===== src/rtl/vreg_pkg.sv =====
package vreg_pkg;

    localparam int unsigned DATA_W   = 8;
    localparam int unsigned IDX_W    = 12;
    localparam int unsigned OPC_W    = 16;
    localparam int unsigned NUM_REGS = 16;
    localparam int unsigned SEL_W    = $clog2(NUM_REGS);
    localparam int unsigned FLAG_REG = NUM_REGS - 1;

    typedef enum logic [3:0] {
        OP_NONE,
        OP_LDI,
        OP_ADDI,
        OP_LDIDX,
        OP_MOV,
        OP_OR,
        OP_AND,
        OP_XOR,
        OP_ADD,
        OP_SUB,
        OP_SHR,
        OP_RSUB,
        OP_SHL,
        OP_RAND
    } op_e;

    typedef struct packed {
        op_e               op;
        logic [SEL_W-1:0]  x;
        logic [SEL_W-1:0]  y;
        logic [DATA_W-1:0] kk;
        logic [IDX_W-1:0]  nnn;
    } dec_t;

endpackage


===== src/rtl/vreg_decode.sv =====
module vreg_decode
    import vreg_pkg::*;
(
    input  logic [OPC_W-1:0] opcode_i,
    output dec_t             dec_o
);

    logic [3:0] major;
    logic [3:0] minor;

    assign major = opcode_i[15:12];
    assign minor = opcode_i[3:0];

    always_comb begin
        dec_o.x   = opcode_i[11:8];
        dec_o.y   = opcode_i[7:4];
        dec_o.kk  = opcode_i[7:0];
        dec_o.nnn = opcode_i[IDX_W-1:0];
        dec_o.op  = OP_NONE;
        unique case (major)
            4'h6: dec_o.op = OP_LDI;
            4'h7: dec_o.op = OP_ADDI;
            4'hA: dec_o.op = OP_LDIDX;
            4'hC: dec_o.op = OP_RAND;
            4'h8: begin
                unique case (minor)
                    4'h0:    dec_o.op = OP_MOV;
                    4'h1:    dec_o.op = OP_OR;
                    4'h2:    dec_o.op = OP_AND;
                    4'h3:    dec_o.op = OP_XOR;
                    4'h4:    dec_o.op = OP_ADD;
                    4'h5:    dec_o.op = OP_SUB;
                    4'h6:    dec_o.op = OP_SHR;
                    4'h7:    dec_o.op = OP_RSUB;
                    4'hE:    dec_o.op = OP_SHL;
                    default: dec_o.op = OP_NONE;
                endcase
            end
            default: dec_o.op = OP_NONE;
        endcase
    end

endmodule


===== src/rtl/vreg_lfsr.sv =====
module vreg_lfsr
    import vreg_pkg::*;
#(
    parameter int unsigned  W    = DATA_W,
    parameter logic [W-1:0] TAPS = 8'hB8,
    parameter logic [W-1:0] SEED = 8'hA5
) (
    input  logic         clk,
    input  logic         rst_n,
    output logic [W-1:0] rnd_o
);

    logic [W-1:0] lfsr_d, lfsr_q;
    logic         feedback;

    always_comb begin
        feedback = ^(lfsr_q & TAPS);
        lfsr_d   = {lfsr_q[W-2:0], feedback};
    end

    always_ff @(posedge clk or negedge rst_n) begin
        if (!rst_n) lfsr_q <= SEED;
        else        lfsr_q <= lfsr_d;
    end

    assign rnd_o = lfsr_q;

    AST_LFSR_NONZERO: assert property (@(posedge clk) disable iff (!rst_n)
        lfsr_q != '0);

    AST_LFSR_MOVES: assert property (@(posedge clk) disable iff (!rst_n)
        1'b1 |=> lfsr_q != $past(lfsr_q));

endmodule


===== src/rtl/vreg_alu.sv =====
module vreg_alu
    import vreg_pkg::*;
(
    input  op_e               op_i,
    input  logic [DATA_W-1:0] a_i,
    input  logic [DATA_W-1:0] b_i,
    input  logic [DATA_W-1:0] kk_i,
    input  logic [DATA_W-1:0] rnd_i,
    output logic [DATA_W-1:0] res_o,
    output logic              res_we_o,
    output logic              flag_o,
    output logic              flag_we_o
);

    logic [DATA_W:0] sum_w;
    logic [DATA_W:0] diff_ab;
    logic [DATA_W:0] diff_ba;

    always_comb begin
        sum_w   = {1'b0, a_i} + {1'b0, b_i};
        diff_ab = {1'b0, a_i} - {1'b0, b_i};
        diff_ba = {1'b0, b_i} - {1'b0, a_i};

        res_o     = '0;
        res_we_o  = 1'b0;
        flag_o    = 1'b0;
        flag_we_o = 1'b0;

        unique case (op_i)
            OP_LDI: begin
                res_o    = kk_i;
                res_we_o = 1'b1;
            end
            OP_ADDI: begin
                res_o    = a_i + kk_i;
                res_we_o = 1'b1;
            end
            OP_MOV: begin
                res_o    = b_i;
                res_we_o = 1'b1;
            end
            OP_OR: begin
                res_o    = a_i | b_i;
                res_we_o = 1'b1;
            end
            OP_AND: begin
                res_o    = a_i & b_i;
                res_we_o = 1'b1;
            end
            OP_XOR: begin
                res_o    = a_i ^ b_i;
                res_we_o = 1'b1;
            end
            OP_ADD: begin
                res_o     = sum_w[DATA_W-1:0];
                res_we_o  = 1'b1;
                flag_o    = sum_w[DATA_W];
                flag_we_o = 1'b1;
            end
            OP_SUB: begin
                res_o     = diff_ab[DATA_W-1:0];
                res_we_o  = 1'b1;
                flag_o    = ~diff_ab[DATA_W];
                flag_we_o = 1'b1;
            end
            OP_RSUB: begin
                res_o     = diff_ba[DATA_W-1:0];
                res_we_o  = 1'b1;
                flag_o    = ~diff_ba[DATA_W];
                flag_we_o = 1'b1;
            end
            OP_SHR: begin
                res_o     = {1'b0, a_i[DATA_W-1:1]};
                res_we_o  = 1'b1;
                flag_o    = a_i[0];
                flag_we_o = 1'b1;
            end
            OP_SHL: begin
                res_o     = {a_i[DATA_W-2:0], 1'b0};
                res_we_o  = 1'b1;
                flag_o    = a_i[DATA_W-1];
                flag_we_o = 1'b1;
            end
            OP_RAND: begin
                res_o    = rnd_i & kk_i;
                res_we_o = 1'b1;
            end
            default: begin
                res_o     = '0;
                res_we_o  = 1'b0;
                flag_o    = 1'b0;
                flag_we_o = 1'b0;
            end
        endcase
    end

endmodule


===== src/rtl/vreg_unit.sv =====
module vreg_unit
    import vreg_pkg::*;
(
    input  logic              clk,
    input  logic              rst_n,
    input  logic              exec_i,
    input  logic [15:0]       opcode_i,
    output logic [7:0]        vx_o,
    output logic [7:0]        vy_o,
    output logic [7:0]        v0_o,
    output logic [11:0]       index_o
);

    typedef struct packed {
        logic [NUM_REGS-1:0][DATA_W-1:0] regs;
        logic [IDX_W-1:0]                idx;
    } state_t;

    state_t            st_d, st_q;
    dec_t              dec;
    logic [DATA_W-1:0] rnd;
    logic [DATA_W-1:0] alu_res;
    logic              alu_res_we;
    logic              alu_flag;
    logic              alu_flag_we;

    vreg_decode u_decode (
        .opcode_i (opcode_i),
        .dec_o    (dec)
    );

    vreg_lfsr u_lfsr (
        .clk   (clk),
        .rst_n (rst_n),
        .rnd_o (rnd)
    );

    assign vx_o    = st_q.regs[dec.x];
    assign vy_o    = st_q.regs[dec.y];
    assign v0_o    = st_q.regs[0];
    assign index_o = st_q.idx;

    vreg_alu u_alu (
        .op_i      (dec.op),
        .a_i       (vx_o),
        .b_i       (vy_o),
        .kk_i      (dec.kk),
        .rnd_i     (rnd),
        .res_o     (alu_res),
        .res_we_o  (alu_res_we),
        .flag_o    (alu_flag),
        .flag_we_o (alu_flag_we)
    );

    // Next state: result first, flag afterwards so the flag wins on x = 15.
    always_comb begin
        st_d = st_q;
        if (exec_i) begin
            if (dec.op == OP_LDIDX) st_d.idx = dec.nnn;
            if (alu_res_we)         st_d.regs[dec.x] = alu_res;
            if (alu_flag_we)        st_d.regs[FLAG_REG] = {{(DATA_W-1){1'b0}}, alu_flag};
        end
    end

    always_ff @(posedge clk or negedge rst_n) begin
        if (!rst_n) st_q <= '0;
        else        st_q <= st_d;
    end

    AST_HOLD_IDLE: assert property (@(posedge clk) disable iff (!rst_n)
        !exec_i |=> $stable(st_q));

    AST_IDX_ONLY_LOAD: assert property (@(posedge clk) disable iff (!rst_n)
        !(exec_i && opcode_i[15:12] == 4'hA) |=> $stable(index_o));

    AST_FLAG_BINARY: assert property (@(posedge clk) disable iff (!rst_n)
        (exec_i && alu_flag_we) |=> st_q.regs[FLAG_REG][DATA_W-1:1] == '0);

    AST_SHIFT_OUT: assert property (@(posedge clk) disable iff (!rst_n)
        (exec_i && opcode_i[15:12] == 4'h8 && opcode_i[3:0] == 4'h6)
        |=> st_q.regs[FLAG_REG] == {7'b0, $past(vx_o[0])});

    AST_ADDI_KEEP_FLAG: assert property (@(posedge clk) disable iff (!rst_n)
        (exec_i && opcode_i[15:12] == 4'h7 && opcode_i[11:8] != 4'hF)
        |=> $stable(st_q.regs[FLAG_REG]));

    AST_V0_PORT: assert property (@(posedge clk) disable iff (!rst_n)
        (exec_i && opcode_i[15:12] == 4'h6 && opcode_i[11:8] == 4'h0)
        |=> v0_o == $past(opcode_i[7:0]));

endmodule


===== config.mk =====
export PLATFORM = sky130hd
export DESIGN_NAME = vreg_unit
export DESIGN_NICKNAME = d
export VERILOG_FILES = /design/src/rtl/vreg_pkg.sv /design/src/rtl/vreg_decode.sv /design/src/rtl/vreg_lfsr.sv /design/src/rtl/vreg_alu.sv /design/src/rtl/vreg_unit.sv
export SDC_FILE = /design/constraint.sdc
export NUM_CORES = 1
export LEC_CHECK = 0
export ABC_AREA = 0
export CAP_MARGIN = 5
export CORE_MARGIN = 3
export CORE_UTILIZATION = 40
export DETAILED_ROUTE_END_ITERATION = 8
export GPL_TIMING_DRIVEN = 0
export HOLD_SLACK_MARGIN = 0.12
export SYNTH_ARGS = -nofsm -noshare
export SYNTH_HDL_FRONTEND = slang
export SYNTH_SLANG_ARGS = --single-unit

===== constraint.sdc =====
create_clock -name clk -period 5.1 [get_ports clk]
set_input_delay 1.02 -clock clk [delete_from_list [all_inputs] [get_ports clk]]
set_output_delay 1.02 -clock clk [all_outputs]
set_load 0.05 [all_outputs]

==> Word-level counts from Yosys, hierarchy flattened <==
Memories as Yosys holds them, arrays and structs flattened.
Cells that the tools add are included.
{ "totals": {"register_bits": 148, "romBits": 64, "out_inout_bits": 36, "word_cells": 72, "mem_count": 1} }
{ "memory_table": {"columns": ["name", "words", "width", "rd", "rd_clocked_by_memory_dff", "write_ports", "line", "rtl"], "rows": [
  ["(name not given)", 16, 4, 1, 0, 0, "vreg_decode.sv:26", "unique case (minor)"]
]} }
{ "op_classes": {"add_sub_neg": 4, "magnitude_cmp": 3, "n_eq_ne": 18, "mux": 14, "bitwise": 6, "n_reduce_logical": 8} }
{ "op_table": {"columns": ["op", "n"], "rows": [
  ["$bwmux W128", 1],
  ["$mux W128", 1],
  ["$pmux W8 S12", 1],
  ["$bmux W8 S4", 2],
  ["$eq A4 B4 Y1 const B", 9],
  ["$demux W8 S4", 1],
  ["$mux W8", 4],
  ["$eq A4 B3 Y1 const B", 6],
  ["$pmux W4 S5", 1],
  ["$sub A8 B8 Y9", 2],
  ["$and A8 B8 Y8", 2],
  ["$reduce_or A12 Y1", 1],
  ["$lt A4 B5 Y1 const B", 2],
  ["$add A8 B8 Y9", 1],
  ["$add A8 B8 Y8", 1],
  ["$eq A4 B2 Y1 const B", 2],
  ["$or A8 B8 Y8", 1],
  ["$reduce_xor A8 Y1", 1],
  ["$xor A8 B8 Y8", 1],
  ["$reduce_and A2 Y1", 3],
  ["$pmux W1 S5", 1],
  ["$reduce_or A5 Y1", 1],
  ["$eq A4 B1 Y1 const B", 1],
  ["$ge A4 B1 Y1 const B", 1],
  ["other kinds (4)", 6]
]} }

==> Longest topological paths before layout <==
Gate-level depths: netlist of run 1.
{ "logic_depth": {"depth_word": 7, "ltp_mapped": 20, "depth_no_buf": 14} }

==> By module <==
A second synthesis of run 1 with hierarchy kept.
{ "unflattened": {"hier_cells": 878, "hier_area_um2": 10357.4} }
{ "modules_own_cells": {"columns": ["mod", "n_inst", "cells_each", "area_per_inst_um2"], "rows": [
  ["vreg_unit", 1, 502, 7534.7],
  ["vreg_alu", 1, 319, 2264.7],
  ["vreg_decode", 1, 46, 326.6],
  ["vreg_lfsr", 1, 11, 231.5]
]} }

==> Worst setup path before layout of run 1 <==
No wires, ideal clock.
{ "synth_timing": {"path_type": "input-to-reg", "startpoint": "in opcode_i[9]", "endpoint": "reg st_q[114] (netlist name)", "setup_ns": 0.125, "arrival_time_ns": 5.433, "required_time_ns": 4.975, "setup_slack_ns": -0.458, "stages": 17, "path_buffers": 5, "cell_sequence": "buf_2 -> buf_2 -> buf_2 -> buf_2 -> mux4_2 -> a22o_1 -> a221oi_2 -> inv_1 -> fa_1 -> a211oi_1 -> nor2_1 -> mux2i_1 -> a2111oi_0 -> o2111ai_1 -> or3_4 -> buf_6 -> mux2_2"} }
{ "synth_via": {"elab_chain_len": 5} }
{ "synth_rtl": {"columns": ["item", "line", "rtl"], "rows": [
  ["start: declaration", "vreg_unit.sv:7", "input logic [15:0] opcode_i,"],
  ["$bmux W8 S4 *", "vreg_unit.sv:38", "assign vx_o = st_q.regs[dec.x];"],
  ["$mux W8 (implied by the code) *", "vreg_unit.sv:38", null],
  ["via vx_o[1]", "vreg_unit.sv:8", "output logic [7:0] vx_o,"],
  ["$sub A8 B8 Y9 (tied with other cells)", "vreg_alu.sv:22", "diff_ba = {1'b0, b_i} - {1'b0, a_i};"],
  ["$pmux W8 S12 *", "vreg_alu.sv:29", "unique case (op_i)"],
  ["$bwmux W128 *", "vreg_unit.sv:60", "if (alu_res_we) st_d.regs[dec.x] = alu_res;"],
  ["end signal: assignment", "vreg_unit.sv:67", "else st_q <= st_d;"],
  ["end: declaration", "vreg_unit.sv:19", "state_t st_d, st_q;"]
]} }
Mark *: on every way through the listed nets, which the timed path passes. The rest lies on a longest branch. The select of a mux whose other input is x is not followed.
A chain may end at the register's enable or synchronous reset.

==> Final worst setup path of run 1 <==
{ "layout_timing": {"startpoint": "in opcode_i[4]", "endpoint": "reg st_q[121] (netlist name)"} }
{ "layout_via": {"elab_chain_len": 5} }
{ "layout_rtl": {"columns": ["item", "line", "rtl"], "rows": [
  ["$bmux W8 S4", "vreg_unit.sv:39", "assign vy_o = st_q.regs[dec.y];"],
  ["$mux W8 (implied by the code)", "vreg_unit.sv:39", null],
  ["$sub A8 B8 Y9 (tied with other cells)", "vreg_alu.sv:22", null],
  ["$pmux W8 S12 *", "vreg_alu.sv:29", null],
  ["$bwmux W128 *", "vreg_unit.sv:60", null]
]} }
Mark *: on every way between the ends. The rest lies on a longest branch, timed or not. The select of a mux whose other input is x is not followed.

==> metrics.txt, run 1 <==
# TYPE chip_impl_metric gauge
chip_impl_metric{name="die-width",unit="um"} 166
chip_impl_metric{name="min_delay_path_depth",unit=""} 0
chip_impl_metric{name="fin_crit",unit="ns"} 4.97
chip_impl_metric{name="via_count",unit=""} 8298
chip_impl_metric{name="p_leak",unit="uW"} 0.00533
chip_impl_metric{name="clkLatencyLatePin",unit="ns"} 0.44
chip_impl_metric{name="floorplan.core_area",unit="um2"} 25300
chip_impl_metric{name="r2r.worst_path.cells",unit=""} 14
chip_impl_info{name="top_layer",value="met5"} 1
chip_impl_metric{name="design.die.area",unit="um2"} 27700
chip_impl_metric{name="placementRows",unit=""} 58
chip_impl_metric{name="drc_errors",unit=""} 0
chip_impl_info{name="layout.cells.most_common",value="dfrtp_1"} 1
chip_impl_info{name="startpoint_type",value="input port"} 1
chip_impl_metric{name="numCtsBuffers",unit=""} 17
chip_impl_metric{name="fp.dieH",unit="um"} 166
chip_impl_info{name="criticalPathCategory",value="in -> reg"} 1
chip_impl_metric{name="place_worst_setup_slack",unit="ns"} -1.83
chip_impl_metric{name="grt_first_pass_wirelength",unit="mm"} 51.1
chip_impl_metric{name="cts.htree.levels",unit=""} 4
chip_impl_metric{name="clkTransAtPathRegs",unit="ns"} 0.07
chip_impl_metric{name="remaining_global_route_overflow",unit=""} 0
chip_impl_info{name="cts_tree",value="done"} 1
chip_impl_metric{name="tritoncts_num_sinks",unit=""} 148
chip_impl_metric{name="gr-usage-all-layers",unit="%"} 24.1
chip_impl_metric{name="boundaryPins",unit=""} 55
chip_impl_metric{name="setup_viol",unit=""} 0
chip_impl_metric{name="drt_wl_total",unit="mm"} 33.5
chip_impl_metric{name="met2RoutedLength",unit="mm"} 15.7
chip_impl_metric{name="max_cap_viol_count",unit=""} 0
chip_impl_metric{name="synth-warning-count",unit=""} 0
chip_impl_metric{name="dpl.cell_count",unit=""} 1288
chip_impl_metric{name="synth.yosys.seq_area_share",unit="%"} 36.1
chip_impl_info{name="hold_path.startpoint",value="u_lfsr.rnd_o[6]"} 1
chip_impl_metric{name="post_drt_wl_per_cell",unit="um"} 24.9
chip_impl_metric{name="timing_max_transition_violations_final",unit=""} 0
chip_impl_metric{name="finalHoldViolations",unit=""} 0
chip_impl_metric{name="grt_start_max_net_pins",unit=""} 92
chip_impl_metric{name="required",unit="ns"} 5.41
chip_impl_metric{name="viasPerCell",unit=""} 6.16
chip_impl_info{name="timing.critical_path.slowest_stage_cell",value="or4_4"} 1
chip_impl_info{name="worst_r2r_startpoint",value="st_q[93]"} 1
chip_impl_metric{name="gp_routability_congestion",unit=""} 0.943
chip_impl_metric{name="postRouteAntennaNets",unit=""} 0
chip_impl_info{name="terminus_of_the_critical_flop_to_flop_path",value="st_q[50]"} 1
chip_impl_metric{name="antenna_found_initial",unit=""} 1
chip_impl_metric{name="worst_slew_margin_rel",unit="%"} 9.04
chip_impl_info{name="clock-root-buffer",value="clkbuf_16"} 1
chip_impl_metric{name="footprint_of_the_multi_input_gates",unit="um2"} 6120
chip_impl_metric{name="floorplan.initialDensity",unit="%"} 40.7
chip_impl_metric{name="pwr_density_cell",unit="nW/um2"} 324
chip_impl_metric{name="drt_first_iter_violations",unit=""} 706
chip_impl_metric{name="ys_seq_elements",unit=""} 148
chip_impl_metric{name="wl_met1",unit="mm"} 14.1
chip_impl_info{name="min_delay_worst_endpoint",value="u_lfsr.rnd_o[7]"} 1
chip_impl_metric{name="slowest_delay",unit="ns"} 0.64
chip_impl_metric{name="final.setup.worst_slack",unit="ns"} 0.126
chip_impl_metric{name="synthesis.nets",unit=""} 968
chip_impl_metric{name="nNetsFinal",unit=""} 1065
chip_impl_metric{name="crit_arrival",unit="ns"} 5.28
chip_impl_metric{name="clockBufferDepth",unit=""} 2
chip_impl_metric{name="worst-slew-pin-transition",unit="ns"} 1.35
chip_impl_metric{name="final-instance-count-excl-fill",unit=""} 1346
chip_impl_metric{name="peakVddDrop",unit="mV"} 0.190
chip_impl_metric{name="layout-drive-gt1-share",unit="%"} 31.5
chip_impl_metric{name="max_freq",unit="MHz"} 201
chip_impl_metric{name="first_global_vias",unit=""} 8193
chip_impl_metric{name="syn_area_per_cell",unit="um2"} 11.4
chip_impl_metric{name="critical_path_peak_fanout",unit=""} 10
chip_impl_metric{name="synth_cell_type_count",unit=""} 79
chip_impl_metric{name="reg2reg_setup_slack",unit="ns"} 0.76
chip_impl_metric{name="worst_clock_skew",unit="ns"} 0.0161
chip_impl_info{name="status",value="finished clean"} 1
chip_impl_metric{name="critPathBufInv",unit=""} 5
chip_impl_metric{name="holdWs",unit="ns"} 0.380
chip_impl_metric{name="firstDrtPassIters",unit=""} 5
chip_impl_metric{name="met3_length",unit="mm"} 2.68
chip_impl_metric{name="num_antenna_cells",unit=""} 0
chip_impl_metric{name="flow.area_growth_from_synthesis",unit="%"} 20.5
chip_impl_metric{name="synth-async-reset-ratio",unit="%"} 100
chip_impl_info{name="worstPathCellList",value="clkdlybuf4s15_1, buf_6, buf_12, mux4_1, mux4_2, inv_1, ha_1, a21o_1, a21oi_2, o21a_1, nand2b_1, a31oi_1, or4_4, buf_2, mux2_2"} 1
chip_impl_metric{name="synthCells",unit=""} 906
chip_impl_metric{name="fillCellCount",unit=""} 2318
chip_impl_info{name="synth_top_flop_cell",value="dfrtp_1"} 1
chip_impl_info{name="most-common-layout-cells",value="dfrtp_1, mux2_2, mux4_2, nor2_1, buf_4"} 1
chip_impl_metric{name="synth-edff-count",unit=""} 0
chip_impl_metric{name="layout.area.seq",unit="um2"} 3710
chip_impl_metric{name="fin_setup_tns",unit="ns"} 0
chip_impl_info{name="critPathCaptureType",value="flop"} 1
chip_impl_metric{name="finalPower",unit="uW"} 4010
chip_impl_metric{name="post_synth_instance_area",unit="um2"} 10300
chip_impl_info{name="timing.critical_path.max_delay_family",value="multiplexers"} 1
chip_impl_metric{name="final.period_utilization",unit="%"} 97.5
chip_impl_metric{name="input_output_buffers",unit=""} 49
chip_impl_metric{name="dp.final_hpwl",unit="mm"} 23.7
chip_impl_info{name="hold_path_class",value="reg -> reg"} 1
==> power breakdown <==
part | total, uW | internal, uW | switching [uW]
registers | 1400 | 1300 | 95.6
clock network | 1290 | 666 | 621
logic | 1320 | 566 | 758
total | 4010 | 2530 | 1470
==> through the flow <==
step | util [%] | cell area (um2)
floorplan | - | 10300
global placement | 44.5 | 11200
detailed placement | 44.7 | 11300
CTS | 48.4 | 12200
global route | 49.1 | 12400
finish | 49.1 | 12400
==> worst reg2reg max path: cells and delay by family (launching register included) <==
kind | cells | cell delay, ns
AOI/OAI and AO/OA | 5 | 1.44
adders and majority gates | 1 | 0.42
buffers and inverters | 3 | 0.52
DFF | 1 | 0.41
muxes | 3 | 0.89
and+or+nand+nor | 2 | 0.56
==> cell usage after synthesis, drive strengths merged (5+ instances only) <==
library cell,n,area share (%)
nand3,21,1.0
a21o,9,0.66
a221oi,6,0.63
dfrtp,144,35
ha,39,4.7
a2111oi,5,0.43
buf,49,3.7
clkbuf,35,1.3
nor4,5,0.57
mux4,70,16
nor2b,15,0.91
inv,36,1.3
a211oi,11,0.90
a21oi,37,1.8
a22o,7,0.60
nand4,7,0.43
and3,7,0.43
o21ai,38,1.8
nand2,50,1.8
mux2i,8,0.78
nand2b,6,0.37
mux2,89,9.8
and2,5,0.30
a22oi,18,1.5
xnor2,9,0.77
nor2,59,2.2
nor3,14,0.68
a31oi,22,1.3
a32oi,6,0.51
==> cells by family after synthesis <==
group,share of synthesized area [%]
simple gates,10.7
buf+inv,6.30
compound gates,14.1
xor+xnor,1.02
fa+ha+maj,5.52
flops,36.1
mux,26.4
==> per-layer routing <==
metal	vias to the layer above	global-route usage [%]
met5	-	0
met4	2	8.57
met3	74	5.47
met2	390	38.0
met1	4193	33.0
li1	3639	-
==> registers in the layout (all words and copies together) (netlist names) <==
| name | count |
|---|---|
| st_q | 120 |
| v0_o | 8 |
| u_lfsr.rnd_o | 8 |
| index_o | 12 |
==> timing repair <==
| item | in CTS | in global routing |
|---|---|---|
| endpoints found under the setup margin | 124 | 71 |
| hold buffers | 0 | 0 |
| pin swaps | 6 | 8 |
| cloned | 0 | 0 |
| setup buffers | 16 | 13 |
| gates resized for setup | 56 | 29 |
==> cell type report <==
class / count / area share, %
clock buffers: 17 / 3.43
clock inverters: 15 / 1.47
plain buffers: 81 / 5.04
multi-input cells: 638 / 49.4
repair buffers: 81 / 6.28
well taps: 330 / 3.33
flip-flops and latches: 148 / 29.9
inverters: 36 / 1.12
==> how the worst max path moves through the flow <==
stage                 from         to  slack (ns)  cells after the start
4_1_cts        opcode_i[8]   st_q[50]        0.03                     19
6_report       opcode_i[4]  st_q[121]        0.13                     15
3_3_place_gp         rst_n   st_q[78]       -3.15                      1
2_1_floorplan  opcode_i[8]  st_q[113]       -0.14                     18
3_5_place_dp   opcode_i[5]   st_q[27]       -1.83                     17
5_1_grt        opcode_i[4]   st_q[50]     -0.0009                     17
No activity file was read; power rests on OpenSTA's default activity.
==> run 2: changes to the inputs <==
--- a/config.mk
+++ b/config.mk
@@ -9,9 +9,12 @@
 export CAP_MARGIN = 5
 export CORE_MARGIN = 3
 export CORE_UTILIZATION = 40
+export CTS_CLUSTER_DIAMETER = 50
+export CTS_CLUSTER_SIZE = 30
 export DETAILED_ROUTE_END_ITERATION = 8
 export GPL_TIMING_DRIVEN = 0
 export HOLD_SLACK_MARGIN = 0.12
+export SKIP_LAST_GASP = 1
 export SYNTH_ARGS = -nofsm -noshare
 export SYNTH_HDL_FRONTEND = slang
 export SYNTH_SLANG_ARGS = --single-unit
==> results of run 2 <==
No change in the layout: final DEF, timing and power equal those of run 1.
